[src/rtl/tml_pkg.sv]
package tml_pkg;
  typedef enum logic [1:0] {
    MODE_LOGIC = 2'd0,
    MODE_SHIFT = 2'd1,
    MODE_RAM   = 2'd2,
    MODE_SPARE = 2'd3
  } tml_mode_e;
endpackage

[src/rtl/tml_next_state.sv]
module tml_next_state
  import tml_pkg::*;
#(
  parameter int SEL_W = 4,
  localparam int DEPTH = 1 << SEL_W
) (
  input  logic [DEPTH-1:0] cur,
  input  tml_mode_e        mode,
  input  logic [SEL_W-1:0] sel,
  input  logic             din,
  input  logic             wr_en,
  input  logic             load,
  input  logic [DEPTH-1:0] init_val,
  output logic [DEPTH-1:0] nxt
);
  logic [DEPTH-1:0] wr_hit;

  for (genvar i = 0; i < DEPTH; i++) begin : g_dec
    assign wr_hit[i] = (sel == SEL_W'(i));
  end

  always_comb begin
    nxt = cur;
    if (load) begin
      nxt = init_val;
    end else if (wr_en) begin
      unique case (mode)
        MODE_SHIFT: nxt = {cur[DEPTH-2:0], din};
        MODE_RAM: begin
          for (int i = 0; i < DEPTH; i++) begin
            if (wr_hit[i]) nxt[i] = din;
          end
        end
        default: nxt = cur;
      endcase
    end
  end
endmodule

[src/rtl/tml_store.sv]
module tml_store #(
  parameter int DEPTH = 16
) (
  input  logic             clk,
  input  logic             rst_n,
  input  logic [DEPTH-1:0] nxt,
  output logic [DEPTH-1:0] q
);
  always_ff @(posedge clk or negedge rst_n) begin
    if (!rst_n) q <= '0;
    else        q <= nxt;
  end

  // reset leaves the storage empty
  always_comb begin
    if (!rst_n) assert_reset_clear_R1: assert (q == '0);
  end
endmodule

[src/rtl/tml_tap_mux.sv]
module tml_tap_mux #(
  parameter int SEL_W = 4,
  localparam int DEPTH = 1 << SEL_W
) (
  input  logic [DEPTH-1:0] data,
  input  logic [SEL_W-1:0] sel,
  output logic             dout
);
  for (genvar l = 0; l <= SEL_W; l++) begin : g_lvl
    localparam int W = DEPTH >> l;
    logic [W-1:0] v;
    if (l == 0) begin : g_leaf
      assign v = data;
    end else begin : g_node
      for (genvar i = 0; i < W; i++) begin : g_pair
        assign v[i] = sel[l-1] ? g_lvl[l-1].v[2*i+1] : g_lvl[l-1].v[2*i];
      end
    end
  end

  assign dout = g_lvl[SEL_W].v[0];
endmodule

[src/rtl/tri_mode_lut.sv]
module tri_mode_lut
  import tml_pkg::*;
#(
  parameter int SEL_W = 4,
  localparam int DEPTH = 1 << SEL_W
) (
  input  logic             clk,
  input  logic             rst_n,
  input  logic [1:0]       mode,
  input  logic [SEL_W-1:0] sel,
  input  logic             din,
  input  logic             wr_en,
  input  logic             load,
  input  logic [DEPTH-1:0] init_val,
  output logic             dout
);
  tml_mode_e        mode_e;
  logic [DEPTH-1:0] store_q;
  logic [DEPTH-1:0] store_d;

  assign mode_e = tml_mode_e'(mode);

  tml_next_state #(.SEL_W(SEL_W)) u_next (
    .cur(store_q), .mode(mode_e), .sel(sel), .din(din),
    .wr_en(wr_en), .load(load), .init_val(init_val), .nxt(store_d)
  );

  tml_store #(.DEPTH(DEPTH)) u_store (
    .clk(clk), .rst_n(rst_n), .nxt(store_d), .q(store_q)
  );

  tml_tap_mux #(.SEL_W(SEL_W)) u_mux (
    .data(store_q), .sel(sel), .dout(dout)
  );

  assert_logic_hold_R3: assert property (@(posedge clk) disable iff (!rst_n)
    (!load && (mode_e == MODE_LOGIC || mode_e == MODE_SPARE)) |=> $stable(store_q));

  assert_shift_entry_R4: assert property (@(posedge clk) disable iff (!rst_n)
    (!load && wr_en && mode_e == MODE_SHIFT) |=> (store_q[0] == $past(din)));

  assert_shift_move_R4: assert property (@(posedge clk) disable iff (!rst_n)
    (!load && wr_en && mode_e == MODE_SHIFT)
      |=> (store_q[DEPTH-1:1] == $past(store_q[DEPTH-2:0])));

  assert_ram_write_R5: assert property (@(posedge clk) disable iff (!rst_n)
    (!load && wr_en && mode_e == MODE_RAM) |=> (store_q[$past(sel)] == $past(din)));

  assert_ram_single_R5: assert property (@(posedge clk) disable iff (!rst_n)
    (!load && wr_en && mode_e == MODE_RAM) |=> ($countones(store_q ^ $past(store_q)) <= 1));

  assert_load_wins_R6: assert property (@(posedge clk) disable iff (!rst_n)
    load |=> (store_q == $past(init_val)));

  assert_idle_hold_R7: assert property (@(posedge clk) disable iff (!rst_n)
    (!load && !wr_en) |=> $stable(store_q));
endmodule

[config.mk]
export PLATFORM = sky130hd
export DESIGN_NAME = tri_mode_lut
export DESIGN_NICKNAME = d
export VERILOG_FILES = /design/src/rtl/tml_pkg.sv /design/src/rtl/tml_next_state.sv /design/src/rtl/tml_store.sv /design/src/rtl/tml_tap_mux.sv /design/src/rtl/tri_mode_lut.sv
export SDC_FILE = /design/constraint.sdc
export NUM_CORES = 1
export LEC_CHECK = 0
export BUFFER_PORTS_ARGS = -buffer_cell sky130_fd_sc_hd__buf_4
export CAP_MARGIN = 20
export CORE_MARGIN = 10
export CORE_UTILIZATION = 45
export CTS_CLUSTER_DIAMETER = 50
export DETAILED_ROUTE_END_ITERATION = 8
export PLACE_DENSITY = 0.73
export SKIP_CTS_REPAIR_TIMING = 1
export SYNTH_ARGS = -nofsm -noshare
export SYNTH_HDL_FRONTEND = slang
export SYNTH_SLANG_ARGS = --single-unit
[constraint.sdc]
create_clock -name clk -period 1.5 [get_ports clk]
set_clock_uncertainty 0.2 [all_clocks]
set_input_delay 0.15 -clock clk [delete_from_list [all_inputs] [get_ports clk]]
set_output_delay 0.15 -clock clk [all_outputs]
set_load 0.005 [all_outputs]
# Word-level counts from Yosys, hierarchy flattened
# Index checks and enable logic that the tools add are counted.
[op_classes] eq_ne=33 muxes=34 n_reduce_logical=19
[ops] operator="3-bit by 2-bit != test with 1-bit output (second input constant)" count=16
[ops] operator="3-bit AND reduction" count=16
[ops] operator="4-bit == test (second input constant)" count=8
[ops] operator="16-bit 2-to-1 mux" count=2
[ops] operator="16-bit one-hot mux with 2 select lines" count=1
[ops] operator="1-bit 2-to-1 mux" count=31
[ops] operator="4-bit by 3-bit == test with 1-bit output (second input constant)" count=4
[ops] operator="4-bit by 2-bit == test with 1-bit output (second input constant)" count=2
[ops] operator="4-bit by 1-bit == test with 1-bit output (second input constant)" count=1
[ops] operator="4-bit logical NOT" count=1
[ops] operator="3-bit nonzero test" count=1
[ops] operator="2-bit by 1-bit == test with 1-bit output (second input constant)" count=1
[ops] operator="2-bit == test (second input constant)" count=1
[ops] operator="2-bit nonzero test" count=1
[word_totals] register_bits=16 elab_cells=102

# Depth between registers and ports, before layout
# Gate-level depths: netlist of the first run.
[depth] word_depth=5 mapped_depth=6

# Hierarchy
# Synthesis of the first run repeated with hierarchy kept, for this count alone.
[unflattened] cells_unflattened=157 hier_area_um2=1512.7
[by_module_without_submodules] mod="tml_next_state" instances=1 cells_each=134 area_per_inst_um2=977.2
[by_module_without_submodules] mod="tml_store" instances=1 cells_each=16 area_per_inst_um2=400.4
[by_module_without_submodules] mod="tml_tap_mux" instances=1 cells_each=7 area_per_inst_um2=135.1

# Least setup slack after synthesis of the first run
# Ideal clock, no wire load.
[synth_timing] path_type="register to output" startpoint="register u_store.q[3]" endpoint="output port dout" t_arrival_ns=1.086 t_required_ns=1.150 setup_slack_ns=0.064 stages_incl_launch_ff=4 path_buffers=0 path_cell_list="dfrtp_1 mux4_2 a22oi_1 nand3_1"
[synth_between] elab_chain_len=4
[synth_lines] item="start, declared" line_no="tml_store.sv:7" text="output logic [DEPTH-1:0] q"
[synth_lines] item="start signal, assigned" line_no="tml_store.sv:11" text="else q <= nxt;"
[synth_lines] item="1-bit 2-to-1 mux (4 in a row)" line_no="tml_tap_mux.sv:16" text="assign v[i] = sel[l-1] ? g_lvl[l-1].v[2*i+1] : g_lvl[l-1].v[2*i];"
[synth_lines] item="end, declared" line_no="tri_mode_lut.sv:15" text="output logic dout"
# Every way passes these cells.

# Final worst setup path of the first run
# Ends and elaborated chain as after synthesis.

==> metrics.yaml, run 1 <==
setup_path:
  timing.rr.start: "u_store.q[3]"
  crit_path_end_kind: "output port"
  worstPathRequired_ns: 1.15
  crit_path_max_fanout: 2
  critPathArrivalTime_ns: 1.59
  rrSetupSlack_ns: 0.05
  start_kind: "register"
  r2r-end: "u_store.q[4]"
  worstSetupStartpoint: "u_store.q[3]"
  ff2ff_path_depth: 5
  critical_path.endpoint: "dout"
  critPathKind: "reg -> out"
synthesis:
  synth-async-reset-ratio_pct: 100
  synth.distinct_cells: 24
  synth_nets: 168
  syn_avg_cell_area_um2: 9.26
  netlist_instances: 141
  synthFlopType: "dfrtp_1"
  seq_area_frac_synth_pct: 30.7
  synth_area_um2: 1310
  ys_ff_latch: 16
  synth-edff-count: 0
  yosys_warnings: 0
finish:
  post-route-cell-area_um2: 1780
  largest_reg_flops: 16
  nNetsFinal: 218
  synthToLayoutAreaGrowth_pct: 36.0
  antenna_cells: 0
  largest-register: "u_store.q"
  nFillCells: 241
  fin_util_pct: 64.4
  drive_gt1_share_pct: 46.8
  reg_top3: "u_store.q x16"
  fin_cells: 221
clock_network:
  cts_tree: "yes"
  insertion_delay_ns: 0.30
  cts_max_path_buffers: 2
  cts_buffers: 3
  clkTransAtPathRegs_ns: 0.11
  htreeDepth: 1
  clock-sinks: 16
  cts-root-buf: "clkbuf_4"
detailed_routing:
  drt-total-wl_um: 3540
  ant_nets: 0
  vias_per_cell: 5.52
  drt_iter0_markers: 81
  firstDrtPassIters: 5
  drc_errors: 0
  vias: 1221
  wl_per_cell_um: 16.0
pwr:
  p_total_mw: 1.51
  leakage_nw: 0.804
  peakVddDrop_uv: 539
  power-per-cell-area_nw_per_um2: 852
sta:
  hold_viol: 4
  setup_viol: 1
  min_period_ns: 1.94
  tns_ns: -0.441
  max-slew-margin-rel_pct: 61.2
  tightest_slew_ns: 0.583
  max_freq_mhz: 515
  holdWs_ns: -0.00847
  grt_setup_unrepaired: "true"
  slew_violations: 0
  setup_slack_ns: -0.441
  post-route-period-util_pct: 129
global_route:
  grt.overflow.total: 0
  grt_pass1_wl_um: 5960
  grt_pass1_vias: 1275
  grt.total_usage_pct: 13.9
  grt_max_degree: 23
  antenna_found_initial: 0
place:
  dp_hpwl_um: 2740
  postPlaceCellArea_um2: 1670
  place_worst_setup_slack_ns: -0.126
  port_buffers: 27
  gp_congestion: 0.837
  dp.cells: 210
status:
  violations: "negative hold slack, negative setup slack"
  status: "complete, but fails checks"
floorplan:
  ios: 28
  num_rows: 19
  die_x_um: 73.9
  core_region_area_um2: 2760
  die_y_um: 73.9
  die_area_um2: 5460
  start_util_pct: 47.4
hold_path:
  min_path_cells: 4
  hold_class: "in -> reg"
flow_run:
  drv_cap: 0
[logic make-up (layout without fill, tap and decap cells)]
logic type | count (synthesis) | in the layout | synth area share [%]
compound gates | 48 | 48 | 21.7
xor+xnor | 1 | 1 | 0.671
mux | 21 | 21 | 24.4
buf+inv | 12 | 61 | 6.90
simple gates | 43 | 43 | 15.6
flops | 16 | 16 | 30.7
[cell usage in the layout (no fill, tap or decap)]
| cell type | synthesis | routed |
|---|---|---|
| o21ai_0 | 12 | 11 |
| nand4_1 | 1 | 1 |
| a22oi_2 | 0 | 1 |
| a21oi_1 | 21 | 21 |
| dlygate4sd3_1 | 0 | 6 |
| and2b_1 | 4 | 4 |
| clkbuf_4 | 0 | 3 |
| and3b_1 | 1 | 1 |
| buf_12 | 1 | 3 |
| dfrtp_1 | 16 | 16 |
| xor2_1 | 1 | 1 |
| mux4_2 | 4 | 4 |
| o21ai_1 | 3 | 4 |
| mux2_4 | 10 | 10 |
| a21oi_2 | 11 | 11 |
| nand2_1 | 25 | 25 |
| buf_4 | 0 | 48 |
| clkbuf_8 | 0 | 1 |
| nand2b_1 | 1 | 1 |
| nand3_1 | 8 | 8 |
| nor2_1 | 2 | 2 |
| mux2_2 | 7 | 7 |
| nor2_4 | 1 | 1 |
[cell type report]
class                      count  area [µm²]  area share (%)
sequential                    16         400            22.5
timing repair buffer          57         480            27.0
clock buffer                   4        36.3            2.04
tap                           31        38.8            2.18
multi-input combinational    113         821            46.2
[per-layer routing]
metal  global-route usage (%)  wire length (µm)  vias to the layer above  part of all wire (%)
li1                         -                 -                      601                     -
met1                     15.7              1530                      575                    43
met2                     23.3              1750                       39                    49
met3                     4.58               195                        6                   5.5
met4                     6.00                68                        0                   1.9
met5                        0                 0                        -                     0
[power by group]
group | switching, mW | leakage [nW] | internal [mW] | total [mW]
clock | 0.158 | 0.0210 | 0.148 | 0.306
combinational | 0.245 | 0.588 | 0.392 | 0.636
sequential | 0.0556 | 0.195 | 0.514 | 0.570
total | 0.458 | 0.804 | 1.05 | 1.51
[worst min-delay path by stage]
stage | start | to | slack [ns]
2_1_floorplan | rst_n | u_store.q[0] | -0.35
3_3_place_gp | rst_n | u_store.q[8] | -0.18
3_5_place_dp | rst_n | u_store.q[8] | -0.17
4_1_cts | rst_n | u_store.q[4] | -0.51
5_1_grt | init_val[2] | u_store.q[2] | 0.002
6_report | init_val[14] | u_store.q[14] | -0.008
[cell usage after synthesis (3+ instances only)]
cell type | instances | share of area, %
and2b_1 | 4 | 2.3
mux2_4 | 10 | 11
o21ai_1 | 3 | 1.1
buf_2 | 4 | 1.5
o21ai_0 | 12 | 4.6
buf_6 | 3 | 2.6
a21oi_2 | 11 | 7.4
nand3_1 | 8 | 3.1
mux4_2 | 4 | 6.9
mux2_2 | 7 | 6.0
a21oi_1 | 21 | 8.0
nand2_1 | 25 | 7.2
dfrtp_1 | 16 | 31
[critical path, cell delays in order (launching register included)]
cell and delay, ns:
dfrtp_1 0.40, mux4_2 0.49, a22oi_2 0.17, nand3_1 0.10, buf_4 0.14
(Power assumes the default switching activity.)
==> run 2: changes to the inputs <==
Clock period 1.5 ns to 2.4 ns, I/O delays scaled along.
==> run 2 against run 1 <==
Compared with the run above: the run now ends clean; design area down 15%; routed wire length down 12%; sequential power down 36%; via count down 9.3%; worst hold slack better by 0.091 ns; sequential cell count unchanged; largest power group is now registers.
==> metrics.yaml, run 2 (same netlist as run 1, synthesis figures left out) <==
pwr:
  internal-power_mw: 0.580  # -45%
  leakage_nw: 0.662  # -18%
  p_total_mw: 0.829  # -45%
  pwr-share-comb_pct: 33.6  # -8.5 points
  clock_power_share_pct: 22.2  # +1.9 points
  seqPwrFrac_pct: 44.2  # +6.5 points
  peakVddDrop_uv: 526  # -2.4%
  p_sw_share_pct: 30.0  # -0.29 points
  power-per-cell-area_nw_per_um2: 546  # -36%
  net-switching-power_mw: 0.249  # -46%
setup_path:
  rrSetupSlack_ns: 1.15  # +1.10 ns
  crit_chain: "mux4_2 > a22oi_1 > nand3_1 > buf_4"
  critPathTopFamily: "multiplexers"
  crit_path_end_kind: "output port"
  slowest_delay_ns: 0.48  # about the same
  ff2ff_path_depth: 3  # -2
  start_kind: "register"
  path_buf_inv: 1  # unchanged
  r2r-end: "u_store.q[12]"
  worstPathRequired_ns: 1.96  # +0.81 ns
  critPathKind: "reg -> out"
  crit_path_max_fanout: 3  # +1
  critPathArrivalTime_ns: 1.60  # about the same
  timing.rr.start: "u_store.q[11]"
  cpMaxStageDelayCell: "mux4_2"
finish:
  largest_reg_flops: 16  # unchanged
  post-route-cell-area_um2: 1520  # -15%
  antenna_cells: 0  # unchanged
  synthToLayoutAreaGrowth_pct: 16.3
  drive_gt1_share_pct: 40.5  # -6.4 points
  layout_commonest_cell: "buf_4"
  reg_top3: "u_store.q x16"
  layout_common_cells: "29 x buf_4, 25 x nand2_1, 21 x a21oi_1"
  largest-register: "u_store.q"
  nNetsFinal: 191  # -12%
  nFillCells: 259  # +7.5%
sta:
  tns_ns: 0  # +0.441 ns
  max_freq_mhz: 489
  grt_setup_unrepaired: "false"
  slew_violations: 0  # unchanged
  setup_viol: 0  # -1
  min_period_ns: 2.04
  hold_viol: 0  # -4
  max-slew-margin-rel_pct: 61.0  # -0.13 points
  tightest_slew_ns: 0.585  # +0.00197 ns
  post-route-period-util_pct: 85.1
place:
  dp_hpwl_um: 2290  # -16%
  port_buffers: 27  # unchanged
  gp_congestion: 0.905  # +8.1%
  postPlaceCellArea_um2: 1470  # -12%
hold_path:
  hold_class: "in -> reg"
  hold_start: "init_val[5]"
  hold-path-endpoint: "u_store.q[5]"
  min_path_cells: 4  # unchanged
clock_network:
  cts_tree: "yes"
  htreeDepth: 1  # unchanged
  cts_max_path_buffers: 2  # unchanged
  clock-sinks: 16  # unchanged
  cts_buffers: 3  # unchanged
  clkTransAtPathRegs_ns: 0.10  # about the same
  cts-root-buf: "clkbuf_4"
  insertion_delay_ns: 0.29  # about the same
floorplan:
  die_area_um2: 5460  # unchanged
  core_region_area_um2: 2760  # unchanged
  ios: 28  # unchanged
  die_x_um: 73.9  # unchanged
  num_rows: 19  # unchanged
  start_util_pct: 47.4  # unchanged
  die_y_um: 73.9  # unchanged
detailed_routing:
  ant_nets: 0  # unchanged
  drt-total-wl_um: 3120  # -12%
  drc_errors: 0  # unchanged
  wl_per_cell_um: 16.1  # +0.61%
  firstDrtPassIters: 4  # -1
  vias_per_cell: 5.71  # +3.3%
  vias: 1107  # -9.3%
  drt_iter0_markers: 62  # -23%
status:
  status: "complete, no violations"
global_route:
  antenna_found_initial: 0  # unchanged
  grt_pass1_wl_um: 5500  # -7.8%
  grt_pass1_vias: 1189  # -6.7%
  grt.overflow.total: 0  # unchanged
  grt_max_degree: 34  # +48%
  grt.total_usage_pct: 12.4  # -1.5 points
flow_run:
  drv_cap: 0  # unchanged
## run 2: worst max path at each step
| stage | startpoint | end | slack, ns | cells after the start |
|---|---|---|---|---|
| 4_1_cts | u_store.q[3] | dout | 0.35 | 4 |
| 3_3_place_gp | sel[0] | dout | 0.62 | 5 |
| 3_5_place_dp | sel[0] | dout | 0.61 | 5 |
| 6_report | u_store.q[3] | dout | 0.36 | 4 |
| 2_1_floorplan | sel[0] | dout | 0.85 | 4 |
| 5_1_grt | u_store.q[3] | dout | 0.28 | 4 |
## run 2: power by group through the flow
stage	Clock (mW)	Combinational, mW	Sequential (mW)
2_1_floorplan	0	0.213	0.353
3_3_place_gp	0	0.271	0.369
3_5_place_dp	0	0.280	0.370
4_1_cts	0.192	0.280	0.365
5_1_grt	0.207	0.311	0.373
6_report	0.184	0.279	0.366
## run 2: metal layers
metal / track usage, % / up-vias / wire [µm] / part of all wire [%]
met3: 4.71 / 2 / 184 / 5.9
met4: 2.69 / 0 / 15 / 0.48
met1: 14.8 / 526 / 1450 / 46
li1: - / 549 / - / -
met2: 20.5 / 30 / 1480 / 47
met5: 0 / - / 0 / 0
## run 2: per-stage QoR
step | hold WS [ns] | instances | setup WS, ns | util, %
2_1_floorplan | -0.256 | 141 | 0.850 | -
3_3_place_gp | -0.0882 | 189 | 0.617 | 53.4
3_5_place_dp | -0.0831 | 189 | 0.609 | 53.4
4_1_cts | -0.413 | 193 | 0.351 | 54.7
5_1_grt | 0.0720 | 194 | 0.278 | 55.1
6_report | 0.0825 | 194 | 0.357 | 55.1
## run 2: final cells by class
cell class | instances | area (µm²) | area share, %
multi-input combinational | 113 | 816 | 53.7
tap | 31 | 38.8 | 2.55
timing repair buffer | 30 | 228 | 15.0
clock buffer | 4 | 36.3 | 2.39
sequential | 16 | 400 | 26.4
## run 2: worst reg2reg max path, stage by stage, from the launching register on
cell and delay [ns]:
dfrtp_1 0.43, a21oi_1 0.15, o21ai_0 0.09, mux2_2 0.27
